==> src/rtl/apm_pkg.sv <==
package apm_pkg;
    localparam int DATA_W = 8;

    localparam logic [7:0] IDX_ENV       = 8'h0F;
    localparam logic [7:0] IDX_LOCK_BASE = 8'h10;
    localparam logic [7:0] IDX_CTRL      = 8'h40;
    localparam logic [7:0] IDX_PAGE0     = 8'h45;
    localparam logic [7:0] IDX_PAGE1     = 8'h46;
    localparam logic [7:0] IDX_MODE      = 8'h4A;
    localparam logic [7:0] IDX_SIZE      = 8'h54;
    localparam logic [3:0] UNLOCK_KEY    = 4'h5;

    localparam int MODE_LINEAR_BIT = 2;
    localparam int MODE_BIG_BIT    = 4;
    localparam int SHIFT_SMALL     = 12;
    localparam int SHIFT_BIG       = 14;

    typedef struct packed {
        logic [DATA_W-1:0] index;
        logic [DATA_W-1:0] env;
        logic [DATA_W-1:0] ctrl;
        logic [DATA_W-1:0] page0;
        logic [DATA_W-1:0] page1;
        logic [DATA_W-1:0] mode;
        logic [DATA_W-1:0] size;
    } apm_regs_t;

    // log2 of the installed memory size in bytes
    function automatic logic [4:0] size_log2(input logic [DATA_W-1:0] code);
        case (code)
            8'h02:   return 5'd19;
            8'h04:   return 5'd20;
            8'h08:   return 5'd21;
            default: return 5'd20;
        endcase
    endfunction
endpackage

==> src/rtl/apm_regfile.sv <==
module apm_regfile
    import apm_pkg::*;
(
    input  logic              clk,
    input  logic              rst_n,
    input  logic              reg_wr,
    input  logic              reg_sel,
    input  logic [DATA_W-1:0] reg_wdata,
    output logic [DATA_W-1:0] reg_rdata,
    output apm_regs_t         regs,
    output logic              unlocked
);
    apm_regs_t regs_d, regs_q;
    logic      open_q;
    logic      reachable;
    logic [DATA_W-1:0] data_rd;

    assign open_q    = (regs_q.env[3:0] == UNLOCK_KEY);
    assign reachable = (regs_q.index < IDX_LOCK_BASE) || open_q;

    always_comb begin
        regs_d = regs_q;
        if (reg_wr) begin
            if (!reg_sel) begin
                regs_d.index = reg_wdata;
            end else if (regs_q.index == IDX_ENV) begin
                regs_d.env = reg_wdata;
            end else if (reachable) begin
                case (regs_q.index)
                    IDX_CTRL:  regs_d.ctrl  = reg_wdata;
                    IDX_PAGE0: regs_d.page0 = reg_wdata;
                    IDX_PAGE1: regs_d.page1 = reg_wdata;
                    IDX_MODE:  regs_d.mode  = reg_wdata;
                    IDX_SIZE:  regs_d.size  = reg_wdata;
                    default:   ;
                endcase
            end
        end
    end

    always_comb begin
        data_rd = '0;
        if (regs_q.index == IDX_ENV) begin
            data_rd = regs_q.env;
        end else if (reachable) begin
            case (regs_q.index)
                IDX_CTRL:  data_rd = regs_q.ctrl;
                IDX_PAGE0: data_rd = regs_q.page0;
                IDX_PAGE1: data_rd = regs_q.page1;
                IDX_MODE:  data_rd = regs_q.mode;
                IDX_SIZE:  data_rd = regs_q.size;
                default:   data_rd = '0;
            endcase
        end
    end

    always_ff @(posedge clk) begin
        if (!rst_n) regs_q <= '0;
        else        regs_q <= regs_d;
    end

    assign reg_rdata = reg_sel ? data_rd : regs_q.index;
    assign regs      = regs_q;
    assign unlocked  = open_q;
endmodule

==> src/rtl/apm_size_mask.sv <==
module apm_size_mask
    import apm_pkg::*;
#(
    parameter int ADDR_W = 21
) (
    input  logic [DATA_W-1:0] size_code,
    output logic [ADDR_W-1:0] mask
);
    logic [4:0] lg;
    assign lg = size_log2(size_code);

    for (genvar i = 0; i < ADDR_W; i++) begin : g_bit
        assign mask[i] = (5'(i) < lg);
    end
endmodule

==> src/rtl/apm_translate.sv <==
module apm_translate
    import apm_pkg::*;
#(
    parameter int ADDR_W = 21
) (
    input  apm_regs_t         regs,
    input  logic [ADDR_W-1:0] host_addr,
    input  logic [ADDR_W-1:0] mask,
    output logic [ADDR_W-1:0] mem_addr
);
    localparam int CALC_W = DATA_W + SHIFT_BIG + 1;

    logic              upper;
    logic              fold;
    logic [DATA_W-1:0] page;
    logic [CALC_W-1:0] base, offs, sum;
    logic [ADDR_W-1:0] raw;

    always_comb begin
        upper = host_addr[15];
        fold  = upper && regs.ctrl[0];
        page  = upper ? regs.page1 : regs.page0;
        base  = regs.mode[MODE_BIG_BIT] ? (CALC_W'(page) << SHIFT_BIG)
                                        : (CALC_W'(page) << SHIFT_SMALL);
        offs  = fold ? CALC_W'(host_addr[14:0]) : CALC_W'(host_addr[15:0]);
        sum   = base + offs;
        raw   = regs.mode[MODE_LINEAR_BIT] ? host_addr : ADDR_W'(sum);
        mem_addr = raw & mask;
    end
endmodule

==> src/rtl/aperture_mapper.sv <==
module aperture_mapper
    import apm_pkg::*;
#(
    parameter int ADDR_W = 21
) (
    input  logic              clk,
    input  logic              rst_n,
    input  logic              reg_wr,
    input  logic              reg_sel,
    input  logic [7:0]        reg_wdata,
    output logic [7:0]        reg_rdata,
    input  logic [ADDR_W-1:0] host_addr,
    output logic [ADDR_W-1:0] mem_addr
);
    apm_regs_t         regs;
    logic              unlocked;
    logic [ADDR_W-1:0] mask;

    apm_regfile u_regs (
        .clk       (clk),
        .rst_n     (rst_n),
        .reg_wr    (reg_wr),
        .reg_sel   (reg_sel),
        .reg_wdata (reg_wdata),
        .reg_rdata (reg_rdata),
        .regs      (regs),
        .unlocked  (unlocked)
    );

    apm_size_mask #(.ADDR_W(ADDR_W)) u_mask (
        .size_code (regs.size),
        .mask      (mask)
    );

    apm_translate #(.ADDR_W(ADDR_W)) u_xlat (
        .regs      (regs),
        .host_addr (host_addr),
        .mask      (mask),
        .mem_addr  (mem_addr)
    );
endmodule

==> config.mk <==
export PLATFORM = sky130hd
export DESIGN_NAME = aperture_mapper
export DESIGN_NICKNAME = d
export VERILOG_FILES = /design/src/rtl/apm_pkg.sv /design/src/rtl/apm_regfile.sv /design/src/rtl/apm_size_mask.sv /design/src/rtl/apm_translate.sv /design/src/rtl/aperture_mapper.sv
export SDC_FILE = /design/constraint.sdc
export NUM_CORES = 1
export LEC_CHECK = 0
export ABC_AREA = 1
export BUFFER_PORTS_ARGS = -buffer_cell sky130_fd_sc_hd__buf_2
export CORE_MARGIN = 5
export CORE_UTILIZATION = 51
export DETAILED_ROUTE_END_ITERATION = 7
export GPL_ROUTABILITY_DRIVEN = 0
export GPL_TIMING_DRIVEN = 0
export HOLD_SLACK_MARGIN = 0.15
export PLACE_DENSITY = 0.86
export SETUP_SLACK_MARGIN = 0.4
export SLEW_MARGIN = 0
export SYNTH_ARGS = -nofsm -noshare
export SYNTH_HDL_FRONTEND = slang
export SYNTH_HIERARCHICAL = 1
export SYNTH_SLANG_ARGS = --single-unit
==> constraint.sdc <==
create_clock -name clk -period 1.6 [get_ports clk]
set_input_delay 0 -clock clk [delete_from_list [all_inputs] [get_ports clk]]
set_output_delay 0 -clock clk [all_outputs]
set_load 0.02 [all_outputs]
After elaboration in Yosys (flattened, before gate mapping)
Cells that the tools add are included.
W data, S select, Z words.
{ "op_classes": {"n_reduce_logical": 9, "n_bitwise": 3, "order_cmp": 22, "muxes": 9, "div": 0, "multipliers": 0, "n_addsub": 1, "n_eq_ne": 9, "n_shift": 0} }
{ "ops": {"columns": ["op", "count"], "rows": [
  ["$mux W21", 2],
  ["$eq A8 B7 Y1 const B", 5],
  ["$lt A4 B5 Y1 const A", 8],
  ["$pmux W8 S5", 1],
  ["$mux W8", 4],
  ["$lt A5 B5 Y1 const A", 5],
  ["$reduce_and A5 Y1", 5],
  ["$add A21 B21 Y21", 1],
  ["$and A21 B21 Y21", 1],
  ["$lt A3 B5 Y1 const A", 4],
  ["$eq A8 B4 Y1 const B", 2],
  ["$mux W16", 1],
  ["$lt A1 B5 Y1 const A", 2],
  ["$lt A2 B5 Y1 const A", 2],
  ["$eq A8 B2 Y1 const B", 1],
  ["$lt A8 B5 Y1 const B", 1],
  ["$pmux W3 S2", 1],
  ["$eq A4 B3 Y1 const B", 1],
  ["$reduce_and A3 Y1", 1],
  ["$not A1 Y1", 2],
  ["$reduce_and A2 Y1", 1],
  ["$logic_and A1 B1 Y1", 1],
  ["$logic_or A1 B1 Y1", 1]
]} }
{ "totals": {"reg_bits": 56, "mem_count": 0, "romBits": 0, "latchBits": 0, "word_cells": 60, "mem_bits_rw": 0} }

Depth between registers and ports, before layout
Gate-level depths: netlist (run 1).
{ "depth": {"ltp_word": 5, "ltp_mapped": 14} }

Cells and area by module
Netlist (run 1), hierarchy kept.
{ "by_module_without_submodules": {"columns": ["module", "seq_area_each_um2", "area_each_um2", "n_inst", "cells_each"], "rows": [
  ["apm_regfile", 1121.1, 2775.2, 1, 384],
  ["apm_translate", 0.0, 713.2, 1, 133],
  ["apm_size_mask", 0.0, 225.2, 1, 41]
]} }

Worst setup path before layout (run 1)
OpenSTA, ideal clock, no wires.
{ "synth_timing": {"path_type": "flip-flop to output port", "start": "register u_regs.regs_q[12] (netlist: u_regs/regs[12])", "end": "output port mem_addr[17]", "arrival_ns": 1.811, "path_buffers": 1, "stages_incl_launch_ff": 12, "slack_ns": -0.211, "path_cell_list": "dfxtp_1 buf_4 and2_1 a31oi_1 ha_1 nand3_1 nand3_1 nand2_1 nand2_1 nand2_1 nand3_1 a31oi_1"} }
{ "synth_via": {"elab_chain_cells": 4} }
{ "synth_lines": {"columns": ["item", "line", "rtl"], "rows": [
  ["start, declared", "apm_regfile.sv:13", "apm_regs_t regs_d, regs_q;"],
  ["start signal, assigned", "apm_regfile.sv:59", "else regs_q <= regs_d;"],
  ["$mux W21", "apm_translate.sv:23", "base = regs.mode[MODE_BIG_BIT] ? (CALC_W'(page) << SHIFT_BIG)"],
  ["$add A21 B21 Y21", "apm_translate.sv:26", "sum = base + offs;"],
  ["$mux W21", "apm_translate.sv:27", "raw = regs.mode[MODE_LINEAR_BIT] ? host_addr : ADDR_W'(sum);"],
  ["$and A21 B21 Y21", "apm_translate.sv:28", "mem_addr = raw & mask;"],
  ["end, declared", "aperture_mapper.sv:13", "output logic [ADDR_W-1:0] mem_addr"]
]} }
No other way between the ends.

Final worst setup path (run 1)
{ "layout_timing": {"start": "register u_regs.regs_q[24] (netlist: u_regs/regs[24])", "end": "output port mem_addr[18]"} }
{ "layout_via": {"elab_chain_cells": 5} }
{ "layout_lines": {"columns": ["item", "line", "rtl"], "rows": [
  ["$mux W8", "apm_translate.sv:22", "page = upper ? regs.page1 : regs.page0;"],
  ["$mux W21", "apm_translate.sv:23", null],
  ["$add A21 B21 Y21", "apm_translate.sv:26", null],
  ["$mux W21", "apm_translate.sv:27", null],
  ["$and A21 B21 Y21", "apm_translate.sv:28", null]
]} }
No other way between the ends.

==> metrics.md, run 1 <==
| Metric | Value |
|---|---|
| Hold Path Class | `in2reg` |
| P_leak | `2.66 nW` |
| Core area | `7180 sq um` |
| # IOs | `62` |
| Reg2Reg Depth | `11` |
| Syn avg cell area | `6.66 sq um` |
| First-pass GRT wire length | `20.9 mm` |
| Clock latency on the worst-skew pair | `0.33 ns` |
| Unrepaired setup endpoints after global routing | `true` |
| Hold WS | `0.243 ns` |
| Final worst-path cycle share | `145%` |
| DR vias | `4844` |
| PwrDens | `515 nW/um^2` |
| Reg2reg setup slack | `-0.22 ns` |
| Slew margin rel. | `52.4%` |
| Internal power | `0.00206 W` |
| Slew Viols, Final | `0` |
| Number of antenna violations at the first check in global routing | `0` |
| Most common cell after layout, fill and taps aside | `nor2_1` |
| Fmax achieved | `430 MHz` |
| Cts bufs inserted | `5` |
| Largest net degree at the start of global routing | `18` |
| H-tree depth | `2` |
| Hold Crit Depth | `6` |
| I/O Buffers | `58` |
| Initial Util | `51.7%` |
| WS Path Type | `reg2out` |
| CTS tree | `done` |
| Area growth syn-to-layout | `60.6%` |
| Reg-to-Reg End | `u_regs/regs[12]$_SDFFE_PN0P_` |
| Placed cells | `732` |
| DRC Markers | `0` |
| Flop pwr share | `46.7%` |
| Clock Path Buffers | `2` |
| Tot GR Track Use | `29.7%` |
| Post-route cell area | `5960 sq um` |
| Drt pass-1 iters | `5` |
| Failing checks | `negative setup slack` |
| Drt wl/cell | `20.8 um` |
| Peak supply drop | `0.000506 V` |
| Vias in the first global route | `4371` |
| Fin util | `83.0%` |
| Critical path launch point type | `flop` |
| Crit-path most repeated cell | `inv_2` |
| Worst path arrival time | `2.32 ns` |
| Max reg flops | `56` |
| Post-route ant nets | `0` |
| Post-route insts no fill | `806` |
| Net Sw Frac | `32.8%` |
| Maximum net fanout on the critical path | `3` |
| Root buf cell | `clkbuf_8` |
| Final Hold Viols | `0` |
| CP delay by family, top | `simple AND/OR/NAND/NOR gates` |
| Grt ovf | `0` |
| Worst path max stage delay | `0.36 ns` |
| WP buf/inv | `4` |
| DP Area | `4360 sq um` |
| Chip Width | `95.3 um` |
| Most frequent cells in the layout | `nor2_1 (83), buf_4 (52), nand2_1 (51), inv_1 (43), buf_2 (42)` |
| Layout Skew | `0.0108 ns` |
| Die area | `9080 sq um` |
| Status | `finished with violations` |
| Die Ht | `95.3 um` |
| Number of DRC markers in iteration 0 | `600` |
| Post-DP HPWL | `7.99 mm` |
| Antenna diode instance count | `0` |
| Max-Cap Viols | `0` |
| Slew @ Worst Pin | `0.714 ns` |
| FP Rows | `31` |
| Detail-routed via count per cell | `6.01` |
| Crit-path cells | `mux2i_2 > nor2_1 > ha_2 > fa_2 > inv_2 > nor2_4 > nor2_4 > inv_2 > nand4_1 > nand3_1 > nand2_1 > inv_2 > buf_6` |
| Logic pwr share | `27.4%` |
| Final nets | `744` |
| Detailed Route WL | `16.7 mm` |
| Final Setup Violations | `48` |
| Worst EP required | `1.60 ns` |
| Worst r2r src | `u_regs/regs[55]$_SDFFE_PN0P_` |
| CP endpoint kind | `primary output` |
| Min-delay src | `reg_wr` |
| Mapped Area | `3710 sq um` |
| Tmin final | `2.32 ns` |
| CP max stage cell | `fa_2` |
| Total power | `0.00307 W` |
| Layout cells sized above 1 | `51.8%` |
| Net switching power | `0.00101 W` |
| Final WS setup | `-0.724 ns` |
| Clock transition at path regs | `0.10 ns` |
| Clock power share | `25.9%` |
| Syn Inst Count | `557` |
| Number of synthesis warnings | `6` |
| Hold Path End | `u_regs/regs[51]$_SDFFE_PN0P_` |
| Clk sinks | `56` |
| Fillers | `369` |
## timing repair
| action | CTS | global route |
|---|---|---|
| cloned | 9 | 0 |
| setup buffers | 36 | 11 |
| hold endpoints to repair | 56 | 0 |
| setup endpoints to repair | 60 | 67 |
| hold buffers | 10 | 0 |
| gates resized for setup | 158 | 135 |
| pin swaps | 51 | 66 |
## power groups by stage
stage	Combinational (W)	Sequential, W	Clock (W)
finish	0.000842	0.00143	0.000795
global route	0.000874	0.00144	0.000866
CTS	0.000690	0.00143	0.000779
detailed placement	0.000511	0.00146	0
global placement	0.000501	0.00146	0
floorplan	0.000359	0.00146	0
## worst max-delay path by stage
stage                                  from            to  slack, ns  depth (start not counted)
2_1_floorplan  u_regs/regs[12]$_SDFFE_PN0P_  mem_addr[17]      -0.07                         11
3_3_place_gp   u_regs/regs[16]$_SDFFE_PN0P_  mem_addr[18]      -0.31                         14
3_5_place_dp   u_regs/regs[24]$_SDFFE_PN0P_  mem_addr[18]      -0.40                         14
4_1_cts        u_regs/regs[24]$_SDFFE_PN0P_  mem_addr[20]      -0.63                         14
5_1_grt        u_regs/regs[24]$_SDFFE_PN0P_  mem_addr[18]      -0.83                         13
6_report       u_regs/regs[24]$_SDFFE_PN0P_  mem_addr[18]      -0.72                         13
## through the flow
step / TNS, ns / setup WS, ns
2_1_floorplan: -0.188 / -0.0680
3_3_place_gp: -1.54 / -0.315
3_5_place_dp: -1.95 / -0.402
4_1_cts: -4.82 / -0.629
5_1_grt: -12.55 / -0.834
6_report: -9.60 / -0.724
## cell type report
type	instances	area, sq um	share of cell area, %
inverter	67	308	5.17
multi-input combinational	422	3060	51.3
buffer	35	263	4.41
clock inverter	2	16.3	0.273
clock buffer	6	72.6	1.22
tap	99	124	2.08
sequential	56	1150	19.4
timing repair buffer	119	963	16.2
## layer usage
metal | wire length [um] | vias up | part of all wire [%] | GRT usage (%)
met4 | 1560 | 0 | 9.3 | 22.8
met3 | 1810 | 162 | 11 | 7.50
li1 | - | 2084 | - | -
met5 | 0 | - | 0 | 0
met1 | 5430 | 2173 | 32 | 30.3
met2 | 7940 | 425 | 47 | 51.6
## worst min-delay path, delay by kind of cell
| family | cells | cell delay [ns] |
|---|---|---|
| AO/OA/AOI/OAI | 2 | 0.20 |
| buffers and inverters | 3 | 0.29 |
| AND/OR/NAND/NOR | 1 | 0.04 |
(Power assumes the default switching activity.)
==> run 2, diff against run 1 <==
--- a/config.mk
+++ b/config.mk
@@ -5,15 +5,14 @@
 export SDC_FILE = /design/constraint.sdc
 export NUM_CORES = 1
 export LEC_CHECK = 0
-export ABC_AREA = 1
 export BUFFER_PORTS_ARGS = -buffer_cell sky130_fd_sc_hd__buf_2
 export CORE_MARGIN = 5
-export CORE_UTILIZATION = 51
+export CORE_UTILIZATION = 52
 export DETAILED_ROUTE_END_ITERATION = 7
 export GPL_ROUTABILITY_DRIVEN = 0
 export GPL_TIMING_DRIVEN = 0
 export HOLD_SLACK_MARGIN = 0.15
-export PLACE_DENSITY = 0.86
+export PLACE_DENSITY = 0.87
 export SETUP_SLACK_MARGIN = 0.4
 export SLEW_MARGIN = 0
 export SYNTH_ARGS = -nofsm -noshare
==> run 2 against run 1 <==
- via count down 3.5%
- clock skew down 0.0034 ns
- first-iteration DRC count up 9.7%
- sequential power about the same
- largest power group unchanged
- flip-flop and latch count unchanged
- routed wire length up 5.7%
- critical path depth down 6
- register-to-register slack worse by 0.52 ns
- the flow still finishes with violations (negative setup slack)
- setup slack worse by 0.27 ns
- sequential share of layout area down 0.083 points
- critical path type unchanged
- non-clock buffer count up 16
- combinational power up 12%
==> metrics.md, run 2 <==
| Metric | Value |
|---|---|
| Tot GR Track Use | `32.7%` |
| Die Ht | `96.0 um` |
| Post-DP HPWL | `8.50 mm` |
| Drt pass-1 iters | `6` |
| Number of antenna violations at the first check in global routing | `0` |
| Multi-input logic area | `3120 sq um` |
| Hold Path Class | `in2reg` |
| Layout cells sized above 1 | `47.4%` |
| Most frequent cells in the layout | `buf_4 (55), buf_2 (44), nand2_1 (42), dfxtp_1 (42), mux2i_1 (39)` |
| Critical path launch point type | `flop` |
| Seq. cell area | `1150 sq um` |
| Maximum net fanout on the critical path | `5` |
| DR top layer | `met4` |
| Fmax achieved | `386 MHz` |
| Final Setup Violations | `64` |
| Number of DRC markers in iteration 0 | `658` |
| Routed met3 length | `2.21 mm` |
| Area growth syn-to-layout | `55.1%` |
| Cell variety after synth | `56` |
| CTS tree | `done` |
| Grt ovf | `0` |
| EDFF count, synth | `0` |
| Post-synthesis async set-or-reset flop share | `0%` |
| I/O Buffers | `60` |
| DR vias | `4674` |
| H-tree depth | `2` |
| Root buf cell | `clkbuf_8` |
| Post-route insts no fill | `694` |
| Antenna diode instance count | `0` |
| Post-route ant nets | `0` |
| Syn avg cell area | `8.56 sq um` |
| Ys flop type | `dfxtp_1` |
| Detail-routed via count per cell | `6.73` |
| Peak supply drop | `0.000470 V` |
| PwrDens | `535 nW/um^2` |
| Post-synth top area share | `29.2%` |
| Most common cell after layout, fill and taps aside | `buf_4` |
| Slew margin rel. | `44.4%` |
| Core area | `7210 sq um` |
| DRC Markers | `0` |
| Placed cells | `626` |
| CP max stage cell | `or4b_4` |
| Wire length on met1 | `5.74 mm` |
| First-pass GRT wire length | `23.0 mm` |
| P_leak | `2.28 nW` |
| Clock transition at path regs | `0.10 ns` |
| Top cells by count, synth | `dfxtp_1 (56), nand2_1 (44), mux2i_1 (42), o21ai_0 (39), clkbuf_1 (27)` |
| Post-route cell area | `5960 sq um` |
| Fillers | `379` |
| Final worst-path cycle share | `162%` |
| Drt wl/cell | `25.5 um` |
| Final nets | `632` |
| Final WS setup | `-0.992 ns` |
| Synth area leader | `dfxtp_1` |
| WS Path Type | `reg2out` |
| Chip Width | `96.0 um` |
| Vias in the first global route | `4277` |
| Final Hold Viols | `0` |
| Unrepaired setup endpoints after global routing | `true` |
| Detailed Route WL | `17.7 mm` |
| #FFs+latches synth | `56` |
| Clock Path Buffers | `2` |
| DP Area | `4490 sq um` |
| Mapped Area | `3840 sq um` |
| Max-Cap Viols | `0` |
| CP endpoint kind | `primary output` |
| FP Rows | `31` |
| Largest net degree at the start of global routing | `19` |
| Top-count cell post-synth | `dfxtp_1` |
| Synth area leaders | `dfxtp_1 (29%), mux2i_1 (11%), o21ai_0 (5.1%)` |
| Crit-path cells | `or4b_4 > buf_8 > clkbuf_16 > a2111oi_4 > o31ai_2 > a31oi_2 > buf_4` |
| Worst path max stage delay | `0.58 ns` |
| # IOs | `62` |
| Status | `finished with violations` |
| Tmin final | `2.59 ns` |
| Failing checks | `negative setup slack` |
| Layout Skew | `0.00739 ns` |
| Cts bufs inserted | `5` |
| Sequential share of the synthesized area | `29.2%` |
| Initial Util | `53.3%` |
| Met2 Routed Length | `7.97 mm` |
| Number of synthesis warnings | `6` |
| Worst EP required | `1.60 ns` |
| Die area | `9210 sq um` |
| Slew Viols, Final | `0` |
| Worst path arrival time | `2.59 ns` |
| Clk sinks | `56` |
| Max reg flops | `56` |
| Syn Inst Count | `449` |
| Slew @ Worst Pin | `0.834 ns` |
| Clock latency on the worst-skew pair | `0.33 ns` |
## run 2: critical path: cells and delay by family (launching register included)
kind	cells	cell delay, ns
flops	1	0.37
buf+inv	3	0.50
simple gates	1	0.58
compound gates	3	0.82
## run 2: cells by family after synthesis
kind of cell	Yosys count	share of synthesized area, %
multiplexers	48	14.2
other	1	0.0975
flip-flops	56	29.2
buffers and inverters	59	7.91
XOR/XNOR	5	1.14
AND/OR/NAND/NOR	175	28.5
AO/OA/AOI/OAI	100	17.2
adder cells (fa/ha/maj)	5	1.82
## run 2: cell type report
class / count / area share (%)
sequential: 56 / 19.3
buffer: 50 / 7.22
tap: 99 / 2.08
timing repair buffer: 120 / 16.9
multi-input combinational: 352 / 52.3
clock inverter: 3 / 0.399
clock buffer: 5 / 1.15
inverter: 9 / 0.629
## run 2: through the flow
stage	util, %	TNS [ns]	total power [W]	worst slack (ns)	hold WS (ns)
6_report	82.7	-38.41	0.00319	-0.992	0.281
5_1_grt	82.7	-42.01	0.00324	-1.02	0.283
4_1_cts	74.3	-26.57	0.00292	-0.777	0.218
3_5_place_dp	62.3	-28.50	0.00199	-0.736	0.322
3_3_place_gp	62.3	-25.33	0.00198	-0.669	0.317
2_1_floorplan	-	-14.99	0.00182	-0.416	0.135
## run 2: path summary, 6_finish.rpt
| kind | to | startpoint | depth (start not counted) | slack, ns |
|---|---|---|---|---|
| worst max-delay path | reg_rdata[6] | u_regs/regs[55]$_SDFFE_PN0P_ | 7 | -0.99 |
| worst min-delay path | u_regs/regs[46]$_SDFFE_PN0P_ | reg_wr | 5 | 0.28 |
| worst max register to register | u_regs/regs[29]$_SDFFE_PN0P_ | u_regs/regs[55]$_SDFFE_PN0P_ | 11 | -0.74 |
| worst min register to register | u_regs/regs[39]$_SDFFE_PN0P_ | u_regs/regs[39]$_SDFFE_PN0P_ | 2 | 0.46 |
## run 2: metal layers
layer / GRT usage [%] / vias up
met3: 9.07 / 192
met4: 20.5 / 0
met2: 52.6 / 473
met1: 38.2 / 2119
met5: 0 / -
li1: - / 1890
## run 2: report_power, final
group          switching, W  total (W)  internal (W)
clock network      0.000512   0.000823      0.000312
registers         0.0000253    0.00143       0.00140
logic              0.000512   0.000940      0.000428
total               0.00105    0.00319       0.00214
## run 2: what timing repair did
item,in CTS,in global routing
gates resized for setup,159,96
buffers inserted,23,26
hold buffers,8,0
endpoints found under the setup margin,68,73
cloned,2,1
pin swaps,33,44
endpoints found under the hold margin,56,0
